==> src/rtl/nag_pkg.sv <==
package nag_pkg;
  typedef enum logic [1:0] {
    PG_512  = 2'd0,
    PG_2K   = 2'd1,
    PG_4K   = 2'd2,
    PG_RSVD = 2'd3
  } pg_mode_e;

  localparam int unsigned BYTE_W = 8;

  // Number of column cycles for a given mode when the column is present.
  function automatic logic [1:0] col_cycles(input logic [1:0] mode);
    case (mode)
      PG_2K, PG_4K: col_cycles = 2'd2;
      default:      col_cycles = 2'd1;
    endcase
  endfunction

  // Mask applied to the upper column byte.
  function automatic logic [7:0] col_hi_mask(input logic [1:0] mode);
    case (mode)
      PG_2K:   col_hi_mask = 8'h0F;
      PG_4K:   col_hi_mask = 8'h1F;
      default: col_hi_mask = 8'h00;
    endcase
  endfunction
endpackage

==> src/rtl/nag_row_count.sv <==
module nag_row_count #(
  parameter int unsigned ROW_W = 32,
  localparam int unsigned NB    = ROW_W / 8,
  localparam int unsigned CNT_W = $clog2(NB + 1)
) (
  input  logic [ROW_W-1:0] mask,
  output logic [CNT_W-1:0] cnt
);
  logic [NB-1:0] byte_nz;

  genvar gi;
  generate
    for (gi = 0; gi < NB; gi++) begin : g_nz
      assign byte_nz[gi] = |mask[8*gi +: 8];
    end
  endgenerate

  always_comb begin
    cnt = CNT_W'(1);
    for (int i = 0; i < NB; i++) begin
      if (byte_nz[i]) cnt = CNT_W'(i + 1);
    end
  end

  always_comb begin
    AST_ROW_CNT_RANGE: assert (cnt >= CNT_W'(1) && cnt <= CNT_W'(NB));
  end
endmodule

==> src/rtl/nag_byte_sel.sv <==
module nag_byte_sel
  import nag_pkg::*;
#(
  parameter int unsigned COL_W = 16,
  parameter int unsigned ROW_W = 32,
  parameter int unsigned IDX_W = 3
) (
  input  logic [COL_W-1:0] col,
  input  logic [ROW_W-1:0] row,
  input  logic [1:0]       mode,
  input  logic [IDX_W-1:0] col_cnt,
  input  logic [IDX_W-1:0] idx,
  output logic [7:0]       byte_o
);
  logic [IDX_W-1:0] ridx;
  logic [7:0]       col_lo, col_hi, row_b;

  assign ridx   = idx - col_cnt;
  assign col_lo = col[7:0];
  assign col_hi = 8'(col >> 8) & col_hi_mask(mode);
  assign row_b  = 8'(row >> (8 * ridx));

  always_comb begin
    if (idx < col_cnt) begin
      byte_o = (idx == '0) ? col_lo : col_hi;
    end else begin
      byte_o = row_b;
    end
  end
endmodule

==> src/rtl/nag_addr_gen.sv <==
module nag_addr_gen
  import nag_pkg::*;
#(
  parameter int unsigned COL_W = 16,
  parameter int unsigned ROW_W = 32
) (
  input  logic             clk,
  input  logic             rst,
  input  logic             start,
  input  logic [COL_W-1:0] col_addr,
  input  logic             col_skip,
  input  logic [ROW_W-1:0] row_addr,
  input  logic             row_skip,
  input  logic [ROW_W-1:0] row_mask,
  input  logic [1:0]       page_mode,
  output logic             out_valid,
  input  logic             out_ready,
  output logic [7:0]       out_data,
  output logic             done,
  output logic             busy
);
  localparam int unsigned NB    = ROW_W / 8;
  localparam int unsigned CNT_W = $clog2(NB + 1);
  localparam int unsigned MAXT  = NB + 2;
  localparam int unsigned IDX_W = $clog2(MAXT + 1);

  // Captured request
  logic [COL_W-1:0] col_q;
  logic [ROW_W-1:0] row_q;
  logic [1:0]       mode_q;
  logic [IDX_W-1:0] col_cnt_q, total_q, idx_q;
  logic             busy_q, valid_q, done_q;
  logic [7:0]       data_q;

  // Plan for the incoming request
  logic [CNT_W-1:0] row_cnt_raw;
  logic [IDX_W-1:0] col_cnt_in, row_cnt_in, total_in;
  logic [7:0]       first_byte, next_byte;
  logic [IDX_W-1:0] idx_next;
  logic             accept, last_beat;

  nag_row_count #(.ROW_W(ROW_W)) u_rcnt (
    .mask (row_mask),
    .cnt  (row_cnt_raw)
  );

  assign col_cnt_in = col_skip ? '0 : IDX_W'(col_cycles(page_mode));
  assign row_cnt_in = row_skip ? '0 : IDX_W'(row_cnt_raw);
  assign total_in   = col_cnt_in + row_cnt_in;

  nag_byte_sel #(.COL_W(COL_W), .ROW_W(ROW_W), .IDX_W(IDX_W)) u_sel_first (
    .col     (col_addr),
    .row     (row_addr),
    .mode    (page_mode),
    .col_cnt (col_cnt_in),
    .idx     ('0),
    .byte_o  (first_byte)
  );

  assign idx_next = idx_q + IDX_W'(1);

  nag_byte_sel #(.COL_W(COL_W), .ROW_W(ROW_W), .IDX_W(IDX_W)) u_sel_next (
    .col     (col_q),
    .row     (row_q),
    .mode    (mode_q),
    .col_cnt (col_cnt_q),
    .idx     (idx_next),
    .byte_o  (next_byte)
  );

  assign accept    = valid_q && out_ready;
  assign last_beat = (idx_next == total_q);

  always_ff @(posedge clk) begin
    if (rst) begin
      col_q     <= '0;
      row_q     <= '0;
      mode_q    <= PG_512;
      col_cnt_q <= '0;
      total_q   <= '0;
      idx_q     <= '0;
      busy_q    <= 1'b0;
      valid_q   <= 1'b0;
      done_q    <= 1'b0;
      data_q    <= '0;
    end else begin
      done_q <= 1'b0;
      if (!busy_q) begin
        if (start) begin
          col_q     <= col_addr;
          row_q     <= row_addr;
          mode_q    <= page_mode;
          col_cnt_q <= col_cnt_in;
          total_q   <= total_in;
          idx_q     <= '0;
          if (total_in == '0) begin
            done_q <= 1'b1;
          end else begin
            busy_q  <= 1'b1;
            valid_q <= 1'b1;
            data_q  <= first_byte;
          end
        end
      end else if (accept) begin
        if (last_beat) begin
          valid_q <= 1'b0;
          busy_q  <= 1'b0;
          done_q  <= 1'b1;
        end else begin
          idx_q  <= idx_next;
          data_q <= next_byte;
        end
      end
    end
  end

  assign out_valid = valid_q;
  assign out_data  = data_q;
  assign done      = done_q;
  assign busy      = busy_q;

  AST_STALL_HOLD: assert property (@(posedge clk) disable iff (rst)
    (out_valid && !out_ready) |=> (out_valid && $stable(out_data)));
  AST_DONE_SINGLE: assert property (@(posedge clk) disable iff (rst)
    done |=> !done);
  AST_DONE_IDLE: assert property (@(posedge clk) disable iff (rst)
    done |-> (!out_valid && !busy));
  AST_BUSY_START_IGNORED: assert property (@(posedge clk) disable iff (rst)
    (busy && start) |=> ($stable(col_q) && $stable(row_q) && $stable(total_q)));
  AST_COL_HI_4K: assert property (@(posedge clk) disable iff (rst)
    (out_valid && idx_q == IDX_W'(1) && col_cnt_q == IDX_W'(2) && mode_q == PG_4K)
      |-> (out_data[7:5] == 3'b000));
  AST_COL_HI_2K: assert property (@(posedge clk) disable iff (rst)
    (out_valid && idx_q == IDX_W'(1) && col_cnt_q == IDX_W'(2) && mode_q == PG_2K)
      |-> (out_data[7:4] == 4'b0000));
endmodule

==> config.mk <==
export PLATFORM = sky130hd
export DESIGN_NAME = nag_addr_gen
export DESIGN_NICKNAME = d
export VERILOG_FILES = /design/src/rtl/nag_pkg.sv /design/src/rtl/nag_row_count.sv /design/src/rtl/nag_byte_sel.sv /design/src/rtl/nag_addr_gen.sv
export SDC_FILE = /design/constraint.sdc
export NUM_CORES = 1
export LEC_CHECK = 0
export BUFFER_PORTS_ARGS = -buffer_cell sky130_fd_sc_hd__buf_4
export CORE_MARGIN = 1
export CORE_UTILIZATION = 52
export DETAILED_ROUTE_END_ITERATION = 16
export PLACE_DENSITY = 0.8
export SYNTH_ARGS = -nofsm -noshare
export SYNTH_HDL_FRONTEND = slang
export SYNTH_SLANG_ARGS = --single-unit
==> constraint.sdc <==
create_clock -name clk -period 3.71 [get_ports clk]
set_input_delay 0.1855 -clock clk [delete_from_list [all_inputs] [get_ports clk]]
set_output_delay 0.1855 -clock clk [all_outputs]
set_load 0.02 [all_outputs]
==> reports/metrics.cfg <==
[status]
run_status=finished clean

[power]
power.density_nw_per_um2=395
clock_power_share_pct=31.9
sw_frac_of_total_pct=31.2
p_leak_nw=1.77
intPower_mw=1.19
ir_worst_vdd_mv=0.199
pwr-share-comb_pct=22.5
power_switching_mw=0.541
p_seq_share_pct=45.6

[synth]
yosys-top-cells-area=dfxtp_1 (37%), nand2_1 (12%), a21oi_1 (9.4%)
synth.top_cell.area_share_pct=37.1
syn_avg_cell_area_um2=8.77
ys.flop_type=dfxtp_1
seq_area_frac_synth_pct=37.1
synthesis.nets=503
post-synth-top-count-cell=nand2_1
syn_area_um2=3560
ys_warn_count=0
yosysTopAreaCell=dfxtp_1
yosys-top-cells-count=nand2_1 (111), a21oi_1 (67), dfxtp_1 (66)
synthCells=406
synth-seq-cells=66
ys_async_sr_fraction_pct=0
synth-edff-count=0
ys_types=42

[floorplanning]
dieArea_um2=7180
start_util_pct=54.8
chipWidth_um=84.8
row_count=29
pin_count=99
fp.dieH_um=84.8
coreArea_um2=6490

[timing]
finalCritPeriodShare_pct=78.7
fin_skew_ns=0.00915
min_period_ns=2.92
tns_ns=0
rsz0062_at_grt=false
fmax_mhz=342
tightest_slew_ns=0.948
setup_viol=0
slew_violations=0
whs_ns=0.0735
hold_viol=0
max_slew_margin_pct=36.8

[grt]
grt_pass1_vias=3145
grt_pass1_wl_um=14700
grt_antenna_before_repair=0
gr-total-overflow=0
grt_max_degree=75
grt_usage_pct=26.6

[clocking]
h-tree-depth=3
cts_tree=built
clk_pin_slew_ns=0.08
cts_buffer_depth=2
root_buffer=clkbuf_8
post-cts-setup-buffer-count=0
cts_sinks=66
holdBufCountCts=0
cts_resized=0
numCtsBuffers=9
worstSkewPairLatency_ns=0.35

[finish]
drive_gt1_share_pct=29.2
diodes=0
layout.cells.non_filler=563
area_growth_pct=23.1
nets=578

[setup_path]
crit_type=input port to flop
cp-end-kind=flop
crit_fanout=8
worstSetupStartpoint=row_mask[25]
worstPathRequired_ns=3.92
regToRegStartpoint=idx_q[0]$_SDFFE_PP0P_
start_kind=input port
critPathArrivalTime_ns=3.13

[worst_hold_path]
hold_start=col_addr[11]
hold_class=input port to flop

[placed_design]
io_buffers=87
place_hpwl_um=6360
numPlacedInstances=547
gp_congestion=0.824

[route]
postRouteAntennaNets=0
wire_per_inst_um=15.5
vias=3151
wirelength_um=8740
first_pass_iters=6
post-route-drc-count=0
drt_iter0_markers=195
via_per_inst=5.60

[job]
cap_violations=0

critical path: stages:
cell and delay, ns:
buf_4 0.11, nor4_2 0.44, nand2_1 0.13, a311oi_1 0.27, ha_1 0.18, inv_1 0.04
fa_1 0.51, nand2b_2 0.12, or3b_1 0.44, o22ai_4 0.14, or2_1 0.42, o41ai_2 0.14
layout make-up:
type / instances / area [µm²]
inverters: 8 / 30.0
repair buffers: 93 / 698
clock buffers: 9 / 124
multi-input cells: 303 / 2060
fillers: 532 / 2110
clock inverters: 7 / 53.8
flip-flops and latches: 66 / 1320
well taps: 77 / 96.3
path summary, 6_finish.rpt:
kind | to | cells past startpoint | slack [ns]
min | col_q[11]$_SDFFE_PP0P_ | 3 | 0.07
max | out_data[0]$_SDFFE_PP0P_ | 12 | 0.79
min reg2reg | mode_q[0]$_SDFFE_PP0P_ | 2 | 0.46
max reg2reg | out_data[2]$_SDFFE_PP0P_ | 5 | 0.90
cell families after synthesis:
kind of cell    share of synthesized area [%]
xor+xnor                                 1.23
fa+ha+maj                                3.58
mux                                      10.7
buf+inv                                  5.27
simple gates                             22.1
compound gates                           20.1
flops                                    37.1
through the flow:
| step | utilization, % | area (µm²) | setup WS [ns] | total power, mW |
|---|---|---|---|---|
| after detailed placement | 64.7 | 4210 | 0.407 | 1.19 |
| after CTS | 67.5 | 4380 | 0.785 | 1.74 |
| final | 67.5 | 4380 | 0.789 | 1.73 |
| after global routing | 67.5 | 4380 | 0.597 | 1.82 |
| after floorplan | - | 3560 | 0.865 | 1.05 |
| after global placement | 64.7 | 4210 | 0.482 | 1.18 |
per-layer routing:
layer | up-vias | share of wire [%] | GRT usage [%]
li1 | 1576 | - | -
met1 | 1467 | 43 | 34.4
met2 | 95 | 50 | 44.3
met3 | 13 | 4.5 | 3.64
met4 | 0 | 2.2 | 12.6
met5 | - | 0 | 0
cell usage in the layout (no fill, tap or decap), drive strengths merged, types with 7 or more instances in the layout:
cell type and count:
nand2 111, buf 93, a21oi 68, dfxtp 66, o21ai 18, mux4 16
and2b 14, a211oi 10, inv 10, clkbuf 9, o41ai 8, ha 7
flip-flops by register name (all words and copies together) (netlist names):
name       cells
total_q        3
idx_q          3
col_q         13
busy           1
row_q         32
done           1
out_valid      1
col_cnt_q      2
out_data       8
mode_q         2
power by group through the flow:
stage	logic (mW)	clock network [mW]	registers (mW)
6_report	0.390	0.553	0.790
4_1_cts	0.391	0.557	0.789
3_3_place_gp	0.379	0	0.802
2_1_floorplan	0.244	0	0.807
3_5_place_dp	0.389	0	0.806
5_1_grt	0.426	0.596	0.796
Note: power is estimated with default switching activity, not from simulation.
